`config.mk`:
```
export PLATFORM = sky130hd
export DESIGN_NAME = rdp_guard
export DESIGN_NICKNAME = d
export VERILOG_FILES = /design/src/rtl/rdp_pkg.sv /design/src/rtl/rdp_level_decode.sv /design/src/rtl/rdp_level_latch.sv /design/src/rtl/rdp_access_gate.sv /design/src/rtl/rdp_guard.sv
export SDC_FILE = /design/constraint.sdc
export NUM_CORES = 1
export LEC_CHECK = 0
export BUFFER_PORTS_ARGS = -buffer_cell sky130_fd_sc_hd__clkbuf_2
export CAP_MARGIN = 0
export CORE_ASPECT_RATIO = 1.75
export CORE_MARGIN = 2
export CORE_UTILIZATION = 41
export DETAILED_ROUTE_END_ITERATION = 12
export GPL_ROUTABILITY_DRIVEN = 0
export MAX_ROUTING_LAYER = met4
export PLACE_DENSITY = 0.91
export SETUP_SLACK_MARGIN = 0.2
export SLEW_MARGIN = 20
export SYNTH_ARGS = -nofsm -noshare
export SYNTH_HDL_FRONTEND = slang
export SYNTH_SLANG_ARGS = --single-unit
```
`constraint.sdc`:
```
create_clock -name clk -period 2.2 [get_ports clk]
set_input_delay 0.44 -clock clk [delete_from_list [all_inputs] [get_ports clk]]
set_output_delay 0.44 -clock clk [all_outputs]
set_load 0.1 [all_outputs]
```
`src/rtl/rdp_pkg.sv`:
```
// Package: shared level encoding and option-byte keys for the read-protection block.
// Assumes an 8-bit option byte; level codes are ordered from open (0) to locked (2).
package rdp_pkg;
    localparam int OPT_W = 8;
    localparam int LVL_W = 2;

    typedef enum logic [LVL_W-1:0] {
        LVL_OPEN   = 2'd0,
        LVL_RAM    = 2'd1,
        LVL_LOCKED = 2'd2
    } prot_lvl_e;

    localparam logic [OPT_W-1:0] KEY_OPEN   = 8'hAA;
    localparam logic [OPT_W-1:0] KEY_LOCKED = 8'hCC;
endpackage

```
`src/rtl/rdp_level_decode.sv`:
```
// Module: maps a raw option byte to a protection level.
// Assumes the two key values differ; every non-key value maps to the middle level.
module rdp_level_decode
    import rdp_pkg::*;
#(
    parameter logic [OPT_W-1:0] OPEN_KEY   = KEY_OPEN,
    parameter logic [OPT_W-1:0] LOCKED_KEY = KEY_LOCKED
) (
    input  logic [OPT_W-1:0] opt_byte,
    output prot_lvl_e        dec_lvl
);
    // Key compare: exact match for open/locked, everything else is SRAM-only.
    always_comb begin
        if (opt_byte == OPEN_KEY)
            dec_lvl = LVL_OPEN;
        else if (opt_byte == LOCKED_KEY)
            dec_lvl = LVL_LOCKED;
        else
            dec_lvl = LVL_RAM;
    end
endmodule

```
`src/rtl/rdp_level_latch.sv`:
```
// Module: holds the protection level, captured once per power-on.
// Assumes por_n and soft_rst_n are synchronous, active low; soft reset never
// touches the held level, and a strobe inside a soft reset is ignored.
module rdp_level_latch
    import rdp_pkg::*;
(
    input  logic             clk,
    input  logic             por_n,
    input  logic             soft_rst_n,
    input  logic             opt_sample,
    input  logic [OPT_W-1:0] opt_byte,
    input  prot_lvl_e        dec_lvl,
    output prot_lvl_e        lvl_q,
    output logic             taken_q
);
    logic accept;

    // Strobe acceptance: first strobe outside soft reset since power-on.
    always_comb accept = opt_sample && !taken_q && soft_rst_n;

    // Level register: locked on power-on, loaded once by an accepted strobe.
    always_ff @(posedge clk) begin
        if (!por_n) begin
            lvl_q   <= LVL_LOCKED;
            taken_q <= 1'b0;
        end else if (accept) begin
            lvl_q   <= dec_lvl;
            taken_q <= 1'b1;
        end
    end

    assert_open_key_R2: assert property (@(posedge clk) disable iff (!por_n)
        (opt_sample && !taken_q && soft_rst_n && opt_byte == KEY_OPEN) |=> (lvl_q == LVL_OPEN));

    assert_locked_key_R3: assert property (@(posedge clk) disable iff (!por_n)
        (opt_sample && !taken_q && soft_rst_n && opt_byte == KEY_LOCKED) |=> (lvl_q == LVL_LOCKED));

    assert_once_per_power_R5: assert property (@(posedge clk) disable iff (!por_n)
        taken_q |=> $stable(lvl_q));

    assert_soft_keeps_level_R6: assert property (@(posedge clk) disable iff (!por_n)
        !soft_rst_n |=> $stable(lvl_q));

    assert_unlock_needs_sample_R10: assert property (@(posedge clk) disable iff (!por_n)
        (lvl_q != LVL_LOCKED) |-> taken_q);
endmodule

```
`src/rtl/rdp_access_gate.sv`:
```
// Module: answers each debug read one cycle later with grant/deny and data.
// Assumes the memory presents its data word in the same cycle as the request.
module rdp_access_gate
    import rdp_pkg::*;
#(
    parameter int DATA_W = 32
) (
    input  logic              clk,
    input  logic              por_n,
    input  logic              soft_rst_n,
    input  prot_lvl_e         lvl,
    input  logic              rd_req,
    input  logic              rd_region,
    input  logic [DATA_W-1:0] rd_data_in,
    output logic              rsp_valid,
    output logic              rsp_grant,
    output logic [DATA_W-1:0] rsp_data
);
    localparam logic REGION_FLASH = 1'b1;
    logic allow;

    // Permission table: open grants all, SRAM-only denies flash, locked denies all.
    always_comb begin
        unique case (lvl)
            LVL_OPEN: allow = 1'b1;
            LVL_RAM:  allow = (rd_region != REGION_FLASH);
            default:  allow = 1'b0;
        endcase
    end

    // Response register: one-cycle reply, zero data on deny, cleared by either reset.
    always_ff @(posedge clk) begin
        if (!por_n || !soft_rst_n) begin
            rsp_valid <= 1'b0;
            rsp_grant <= 1'b0;
            rsp_data  <= '0;
        end else begin
            rsp_valid <= rd_req;
            rsp_grant <= rd_req && allow;
            rsp_data  <= (rd_req && allow) ? rd_data_in : '0;
        end
    end

    assert_reply_next_cycle_R8: assert property (@(posedge clk) disable iff (!por_n)
        (rd_req && soft_rst_n) |=> rsp_valid);

    assert_no_spurious_reply_R8: assert property (@(posedge clk) disable iff (!por_n)
        !(rd_req && soft_rst_n) |=> !rsp_valid);

    assert_locked_denies_R7: assert property (@(posedge clk) disable iff (!por_n)
        (rd_req && soft_rst_n && lvl == LVL_LOCKED) |=> (!rsp_grant && rsp_data == '0));

    assert_flash_denied_mid_R7: assert property (@(posedge clk) disable iff (!por_n)
        (rd_req && soft_rst_n && lvl == LVL_RAM && rd_region) |=> !rsp_grant);

    assert_grant_passes_data_R9: assert property (@(posedge clk) disable iff (!por_n)
        (rd_req && soft_rst_n && lvl == LVL_OPEN) |=> (rsp_grant && rsp_data == $past(rd_data_in)));
endmodule

```
`src/rtl/rdp_guard.sv`:
```
// Module: top of the read-protection block; decodes, holds and applies the level.
// Assumes a single clock; both resets are synchronous and active low.
module rdp_guard
    import rdp_pkg::*;
#(
    parameter int DATA_W = 32
) (
    input  logic              clk,
    input  logic              por_n,
    input  logic              soft_rst_n,
    input  logic [7:0]        opt_byte,
    input  logic              opt_sample,
    input  logic              rd_req,
    input  logic              rd_region,
    input  logic [DATA_W-1:0] rd_data_in,
    output logic              rsp_valid,
    output logic              rsp_grant,
    output logic [DATA_W-1:0] rsp_data,
    output logic [1:0]        level,
    output logic              dbg_enable
);
    prot_lvl_e dec_lvl;
    prot_lvl_e lvl_q;
    logic      taken_q;

    rdp_level_decode u_decode (
        .opt_byte (opt_byte),
        .dec_lvl  (dec_lvl)
    );

    rdp_level_latch u_latch (
        .clk        (clk),
        .por_n      (por_n),
        .soft_rst_n (soft_rst_n),
        .opt_sample (opt_sample),
        .opt_byte   (opt_byte),
        .dec_lvl    (dec_lvl),
        .lvl_q      (lvl_q),
        .taken_q    (taken_q)
    );

    rdp_access_gate #(.DATA_W(DATA_W)) u_gate (
        .clk        (clk),
        .por_n      (por_n),
        .soft_rst_n (soft_rst_n),
        .lvl        (lvl_q),
        .rd_req     (rd_req),
        .rd_region  (rd_region),
        .rd_data_in (rd_data_in),
        .rsp_valid  (rsp_valid),
        .rsp_grant  (rsp_grant),
        .rsp_data   (rsp_data)
    );

    // Status outputs: raw level code and probe enable below the locked level.
    always_comb begin
        level      = lvl_q;
        dbg_enable = (lvl_q != LVL_LOCKED);
    end

    assert_mid_level_flash_R4: assert property (@(posedge clk) disable iff (!por_n)
        (opt_sample && !taken_q && soft_rst_n && opt_byte != KEY_OPEN && opt_byte != KEY_LOCKED)
        |=> (level == 2'd1 && dbg_enable));
endmodule

```
==> run_results.csv, run 1 <==
group,metric,value,unit
synthesis,synth.top_cell.area_share,68.2,%
timing,skew,4.62,ps
clock_network,clock_latency,280,ps
synthesis,syn_avg_cell_area,12.5,um2
final_layout,nets,219,
final_layout,drive_above_1_share,52.9,%
setup_path,worstRegToRegCells,3,
clock_network,cts_buffers,5,
drt,drc,0,
timing,fmax,617,MHz
setup_path,regToRegStartpoint,"u_latch.lvl_q[1]",
worst_hold_path,hold_class,"primary input to register",
setup_path,crit_type,"register to output port",
timing,min_period_over_period,73.7,%
drt,wire_per_inst,12.2,um
global_route,antenna_found_initial,0,
setup_path,ff2ff_setup_slack,1230,ps
global_route,grtUsageTotal,17.5,%
clock_network,htreeDepth,2,
global_route,grt_max_degree,34,
clock_network,cts_tree,"built",
place,place_ws,835,ps
timing,hold_viol_final,0,
die,fp.dieW,42.9,um
pwr,p_total,1.41,mW
drt,detail_route.vias_per_cell,4.57,
setup_path,crit_required,1760,ps
timing,tns,0,ps
die,start_util,43.6,%
synthesis,synth_top_area_cell,"dfxtp_1",
die,die_area,3090,um2
setup_path,crit_fanout,4,
timing,holdWs,355,ps
final_layout,multiInputGateArea,310,um2
pwr,power_leakage,0.867,nW
synthesis,synth_area,1090,um2
drt,ant_nets,0,
drt,drt_pre_antenna_iters,4,
timing,tightest_slew,555,ps
synthesis,ys_ff_latch,37,
clock_network,clk_pin_slew,70,ps
setup_path,crit_arrival,1180,ps
timing,finalCriticalPeriod,1620,ps
synthesis,synth_area_leaders,"dfxtp_1, and2_1, buf_6",
setup_path,endpoint_kind,"output port",
worst_hold_path,min_to,"u_gate.rsp_data[23]",
die,rows,24,
synthesis,synth_cell_types,15,
setup_path,slowest_stage,"clkbuf_2",
setup_path,cp-start-kind,"register",
clock_network,cts-resized-gates,0,
synthesis,syn_nets,133,
synthesis,ys_seq_area_share,68.2,%
final_layout,seqCellArea,742,um2
setup_path,max_stage_delay,450,ps
clock_network,post_cts_buffers,0,
timing,grt_setup_unrepaired,"no",
place,port_buffers,82,
worst_hold_path,min_path_cells,2,
clock_network,cts_sinks,37,
setup_path,path_cells,"nand2b_2, clkbuf_2",
final_layout,antenna-diode-count,0,
pwr,p_per_area,875,nW/um2
timing,slew_headroom,63.1,%
final_layout,nFillCells,200,
drt,wirelength,2440,um
global_route,grt-ovfl-total,0,
setup_path,rr_endpoint,"u_gate.rsp_data[26]",
clock_network,cts_root_buf,"clkbuf_8",
worst_hold_path,hp-start,"rd_data_in[23]",
global_route,grt_pass1_wl,3830,um
drt,num_vias,913,
clock_network,ctsHoldBuffers,0,
run_status,status,"completed",
die,io_pins,83,
flow_run,drv_cap,0,
pwr,peakVddDrop,0.634,mV
die,fp.dieH,72.1,um
timing,finalWorstSetupSlack,579,ps
final_layout,area_delta_synth_final,48.7,%
clock_network,cts_buffer_depth,2,
timing,report.final.setup_viol,0,
synthesis,yosysWarnings,0,
die,coreArea,2490,um2
final_layout,final_common_cell,"clkbuf_2",
timing,slew_violations,0,
synthesis,syn_inst,87,
place,placed_cells,192,
final_layout,layout_common_cells,"clkbuf_2, dfxtp_1, and2_1, clkbuf_8, nor4bb_1",
drt,drtIter0Drc,11,
global_route,grt_pass1_vias,974,
final_layout,fin_cells,200,
[layout make-up]
cell class / instances / share of cell area, %
clock buffer: 7 / 5.34
clock inverter: 1 / 1.86
inverter: 1 / 0.232
multi-input combinational: 46 / 19.2
sequential: 37 / 45.9
tap: 26 / 2.01
timing repair buffer: 82 / 25.4
[per-stage QoR]
stage,utilization [%],area [um2]
final,64.8,1620
after global routing,64.8,1620
after CTS,64.8,1620
after detailed placement,60.1,1500
after global placement,60.1,1500
after floorplan,-,1090
[flip-flops by register name, summed over array words and instances (netlist names)]
register and flops:
u_latch.taken_q 1, u_gate.rsp_data 32, u_latch.lvl_q 2, u_gate.rsp_grant 1, u_gate.rsp_valid 1
[routing by layer]
metal	routed length (um)	vias up	GRT usage [%]
met5	0	-	-
met4	27	0	7.64
met3	178	4	6.72
met2	1490	52	35.5
met1	744	411	11.7
li1	-	446	-
[cells in the mapped netlist (all sizes together)]
master and number:
a21oi 1, and2 32, and3 2, and3b 1, buf 3, dfxtp 37
inv 1, nand2 1, nand2b 1, nand3 1, nor2b 1, nor4bb 3
o211a 1, o211ai 2
[power breakdown]
part           switching (mW)  leakage (nW)  internal, mW
clock network           0.214        0.0585         0.369
logic                   0.100         0.509        0.0445
registers             0.00440         0.300         0.680
[logic make-up after synthesis]
kind of cell / after synthesis / share of synthesized area, %
compound gates: 4 / 2.76
simple gates: 42 / 25.6
flops: 37 / 68.2
buf+inv: 4 / 3.46
[worst max-delay path, delay by kind of cell (launching register included)]
kind                   cells  cell delay (ps)
flip-flops                 1              350
AND/OR/NAND/NOR            1              110
buffers and inverters      1              450
[worst max path at each step]
stage	startpoint	to	cells after the start
6_report	u_latch.lvl_q[0]	dbg_enable	2
5_1_grt	u_latch.lvl_q[0]	dbg_enable	2
4_1_cts	u_latch.lvl_q[0]	dbg_enable	2
3_5_place_dp	por_n	u_gate.rsp_data[26]	4
3_3_place_gp	u_latch.lvl_q[0]	dbg_enable	2
2_1_floorplan	u_latch.lvl_q[1]	dbg_enable	1
Power figures use the tool's default switching activity.
==> inputs of run 2 (changes only) <==
CORE_UTILIZATION = 38   (was 41)
PLACE_DENSITY = 0.86   (was 0.91)
clock period = 1.6 ns   (was 2.2 ns; I/O delays follow)
==> run 2 against run 1 <==
  * Final area rose by 0.23%
  * Sequential share of layout area barely moved
  * Via count fell by 0.77%
  * Power rose by 31%
  * Critical path type unchanged
==> run_results.csv, run 2 (synthesis results as in run 1) <==
group,metric,value,unit
place,place_area,1510,um2
clock_network,cts_buffers,5,
setup_path,slowest_stage,"clkbuf_2",
clock_network,htreeDepth,2,
die,coreArea,2720,um2
pwr,p_per_area,1140,nW/um2
setup_path,crit_required,1280,ps
final_layout,top_regs,"u_gate.rsp_data (32), u_latch.lvl_q (2)",
clock_network,cts_tree,"built",
final_layout,regMostFlops,"u_gate.rsp_data",
place,placed_cells,193,
clock_network,cts_sinks,37,
timing,hold_viol_final,0,
setup_path,cp-start-kind,"register",
clock_network,cts_root_buf,"clkbuf_8",
final_layout,largest_reg_flops,32,
final_layout,fin_cells,201,
timing,tightest_slew,552,ps
final_layout,nFillCells,238,
timing,finalCriticalPeriod,1360,ps
flow_run,drv_cap,0,
die,die_area,3320,um2
global_route,grtUsageTotal,15.9,%
die,io_pins,83,
setup_path,cp_top_family,"buffers and inverters",
run_status,status,"completed",
drt,drc,0,
clock_network,cts_buffer_depth,2,
final_layout,layout_common_cells,"clkbuf_2, dfxtp_1, and2_1, buf_2, clkbuf_8",
clock_network,clk_pin_slew,70,ps
global_route,grt_max_degree,34,
setup_path,endpoint_kind,"output port",
drt,detail_route.vias_per_cell,4.51,
timing,fmax,735,MHz
drt,wire_per_inst,11.8,um
setup_path,worst-path-buf-inv,1,
setup_path,crit_arrival,1040,ps
final_layout,fin_area,1620,um2
pwr,power_leakage,0.877,nW
drt,drtIter0Drc,12,
setup_path,crit_fanout,1,
pwr,peakVddDrop,0.678,mV
drt,num_vias,906,
timing,min_period_over_period,85.1,%
timing,slew_headroom,63.3,%
timing,report.final.setup_viol,0,
setup_path,path_cells,"clkbuf_2",
pwr,p_total,1.85,mW
final_layout,drive_above_1_share,54.0,%
setup_path,max_stage_delay,450,ps
timing,grt_setup_unrepaired,"no",
drt,ant_nets,0,
die,fp.dieH,74.7,um
timing,tns,0,ps
die,start_util,39.9,%
final_layout,antenna-diode-count,0,
timing,skew,7.44,ps
drt,wirelength,2380,um
timing,slew_violations,0,
final_layout,area_delta_synth_final,49.1,%
final_layout,final_common_cell,"clkbuf_2",
clock_network,clock_latency,270,ps
place,dpl.hpwl,1930,um
global_route,grt_pass1_vias,913,
place,port_buffers,82,
setup_path,crit_type,"register to output port",
final_layout,nets,219,
die,fp.dieW,44.4,um
global_route,antenna_found_initial,0,
global_route,grt-ovfl-total,0,
global_route,grt_pass1_wl,3690,um
drt,drt_pre_antenna_iters,3,
worst_hold_path,hold_class,"primary input to register",
die,rows,25,
[run 2: cell count changes in the layout (fill, tap and decap cells not counted), sizes merged]
cell and change:
clkbuf -11, buf +11, inv +1, bufinv -1
[run 2: metrics by stage]
step           hold WS [ps]  util [%]  setup slack, ps
4_1_cts                 228      59.5              208
3_5_place_dp            505      55.4              397
3_3_place_gp            465      55.4              441
5_1_grt                 232      59.5              202
6_report                240      59.5              239
2_1_floorplan           409         -              201
[run 2: cell type report]
class | count | area, um2 | share of cell area [%]
Inverter | 1 | 3.75 | 0.232
Sequential cell | 37 | 743 | 45.9
Clock buffer | 7 | 96.3 | 5.95
Multi-Input combinational cell | 46 | 315 | 19.5
Timing Repair Buffer | 82 | 418 | 25.8
Tap cell | 27 | 33.8 | 2.09
Clock inverter | 1 | 8.76 | 0.541
[run 2: what timing repair did]
action | in CTS | in global routing
buffers inserted | 0 | 0
endpoints found under the setup margin | 2 | 10
gates resized for setup | 2 | 10
hold buffers | 0 | 0
[run 2: where the power goes]
| group | switching, mW | total [mW] | leakage, nW | internal [mW] |
|---|---|---|---|---|
| Clock | 0.307 | 0.704 | 0.0549 | 0.397 |
| Sequential | 0.00700 | 0.942 | 0.299 | 0.935 |
| Combinational | 0.139 | 0.205 | 0.523 | 0.0667 |
| Total | 0.452 | 1.85 | 0.877 | 1.40 |
[run 2: layer usage]
layer	vias up	GRT usage [%]	share of wire, %
li1	448	-	-
met1	411	13.4	32
met2	45	28.9	58
met3	2	6.24	8.8
met4	0	8.08	1.2
met5	-	-	0
[run 2: worst paths after layout]
check                                          from  slack (ps)  depth (start not counted)             endpoint
worst max-delay path            u_gate.rsp_data[31]         240                          1         rsp_data[31]
worst min-delay path                 rd_data_in[26]         240                          2  u_gate.rsp_data[26]
worst max register to register     u_latch.lvl_q[1]         600                          3  u_gate.rsp_data[31]
worst min register to register      u_latch.taken_q         530                          2      u_latch.taken_q
==> inputs of run 3 (changes only) <==
clock period = 1.45 ns   (was 1.6 ns; I/O delays follow)
==> run 3 against run 2 <==
  * Via count is 0.11% lower
  * Clock skew down 2.5 ps
  * First-iteration DRC count fell by 8.3%
  * Sequential power rose by 10%
  * Worst hold slack got worse by 34 ps
  * Critical endpoint is now dbg_enable
  * Largest cell class unchanged
==> run_results.csv, run 3 (synthesis results as in run 1) <==
group,metric,value,unit
clock_network,clock_latency,280,ps
pwr,peakVddDrop,0.996,mV
clock_network,cts_buffers,5,
timing,tightest_slew,378,ps
die,io_pins,83,
pwr,switching_share,22.6,%
timing,report.final.setup_viol,0,
worst_hold_path,hold_class,"primary input to register",
die,die_area,3320,um2
die,start_util,39.9,%
global_route,antenna_found_initial,0,
setup_path,cp-start-kind,"register",
global_route,grt_pass1_wl,3730,um
timing,hold_viol_final,0,
global_route,grt_max_degree,34,
timing,min_period_over_period,85.0,%
final_layout,nets,219,
pwr,p_switching,0.490,mW
timing,grt_setup_unrepaired,"yes",
drt,wire_per_inst,12.2,um
pwr,p_total,2.17,mW
die,rows,25,
flow_run,drv_cap,0,
pwr,power_leakage,0.890,nW
die,coreArea,2720,um2
setup_path,path_cells,"nand2b_4, buf_12",
clock_network,cts_buffer_depth,2,
final_layout,area_delta_synth_final,59.9,%
global_route,grtUsageTotal,16.2,%
final_layout,largest_reg_flops,32,
final_layout,drive_above_1_share,53.4,%
pwr,p_per_area,1250,nW/um2
drt,detail_route.vias_per_cell,4.50,
setup_path,crit_fanout,4,
timing,tns,0,ps
drt,drtIter0Drc,11,
timing,fmax,811,MHz
clock_network,clk_pin_slew,70,ps
place,dpl.hpwl,1970,um
final_layout,layout_common_cells,"clkbuf_2, dfxtp_1, and2_1, clkbuf_4, buf_4",
die,fp.dieH,74.7,um
final_layout,final_common_cell,"clkbuf_2",
clock_network,cts_root_buf,"clkbuf_8",
final_layout,antenna-diode-count,0,
global_route,grt-ovfl-total,0,
clock_network,cts_tree,"built",
setup_path,endpoint_kind,"output port",
drt,drc,0,
timing,slew_headroom,74.4,%
timing,slew_violations,0,
setup_path,crit_arrival,940,ps
pwr,p_int,1.68,mW
place,port_buffers,82,
clock_network,htreeDepth,2,
timing,finalCriticalPeriod,1230,ps
drt,ant_nets,0,
die,fp.dieW,44.4,um
setup_path,crit_required,1160,ps
drt,num_vias,905,
final_layout,top_regs,"u_gate.rsp_data (32), u_latch.lvl_q (2)",
setup_path,max_stage_delay,360,ps
pwr,pwr-share-comb,11.2,%
pwr,seq_power_share,47.9,%
clock_network,post_cts_buffers,0,
clock_network,cts_sinks,37,
global_route,grt_pass1_vias,903,
setup_path,crit_type,"register to output port",
drt,wirelength,2450,um
setup_path,slowest_stage,"dfxtp_4",
final_layout,regMostFlops,"u_gate.rsp_data",
timing,skew,4.95,ps
drt,drt_pre_antenna_iters,4,
pwr,p_clk_share,40.9,%
run_status,status,"completed",
-- run 3: changes by cell type in the layout (fill, tap and decap cells not counted), moves of 2 or more --
cell,change
buf_2,-10
buf_4,+7
dfxtp_4,+2
clkbuf_4,+25
clkbuf_2,-24
dfxtp_2,-2
-- run 3: path summary, 6_finish.rpt --
path                    startpoint                  end  slack [ps]  cells after the start
hold / removal      rd_data_in[26]  u_gate.rsp_data[26]         210                      2
setup reg to reg  u_latch.lvl_q[1]   u_gate.rsp_data[7]         430                      3
hold reg to reg    u_latch.taken_q      u_latch.taken_q         500                      2
setup / recovery  u_latch.lvl_q[0]           dbg_enable         220                      2
-- run 3: power by group through the flow --
stage | Sequential, mW | Clock (mW) | Combinational [mW]
after floorplan | 1.16 | 0 | 0.0523
after global placement | 1.06 | 0 | 0.234
after detailed placement | 1.06 | 0 | 0.239
after CTS | 1.04 | 0.909 | 0.243
after global routing | 1.04 | 0.951 | 0.256
final | 1.04 | 0.887 | 0.243
-- run 3: critical path, delay by kind of cell, from the launching register on --
kind          cells  cell delay, ps
flops             1             360
buf+inv           1             160
simple gates      1             140
-- run 3: what timing repair did --
| item | in CTS | in global routing |
|---|---|---|
| setup endpoints to repair | 30 | 5 |
| gates resized for setup | 30 | 4 |
| gates cloned | 0 | 0 |
| hold buffers | 0 | 0 |
-- run 3: final cells by class --
| class | instances | area (um2) |
|---|---|---|
| Fill cell | 220 | 985 |
| Multi-Input combinational cell | 46 | 315 |
| Clock buffer | 7 | 86.3 |
| Timing Repair Buffer | 82 | 519 |
| Tap cell | 27 | 33.8 |
| Sequential cell | 37 | 748 |
| Inverter | 1 | 3.75 |
| Clock inverter | 1 | 30.0 |
-- run 3: stage by stage --
step	util, %	hold slack, ps	cell area, um2	std cells	worst slack, ps
floorplan	-	378	1100	87	251
global placement	56.6	479	1540	193	329
detailed placement	56.6	487	1540	193	248
CTS	63.7	197	1730	201	206
global route	63.8	196	1740	201	188
finish	63.8	206	1740	201	217
-- run 3: metal layers --
layer | wire, um | share of wire [%] | vias to the layer above | GRT usage [%]
met2 | 1450 | 59 | 51 | 30.4
met3 | 184 | 7.5 | 4 | 5.28
met4 | 34 | 1.4 | 0 | 6.06
met5 | 0 | 0 | - | -
li1 | - | - | 446 | -
met1 | 780 | 32 | 404 | 14.4
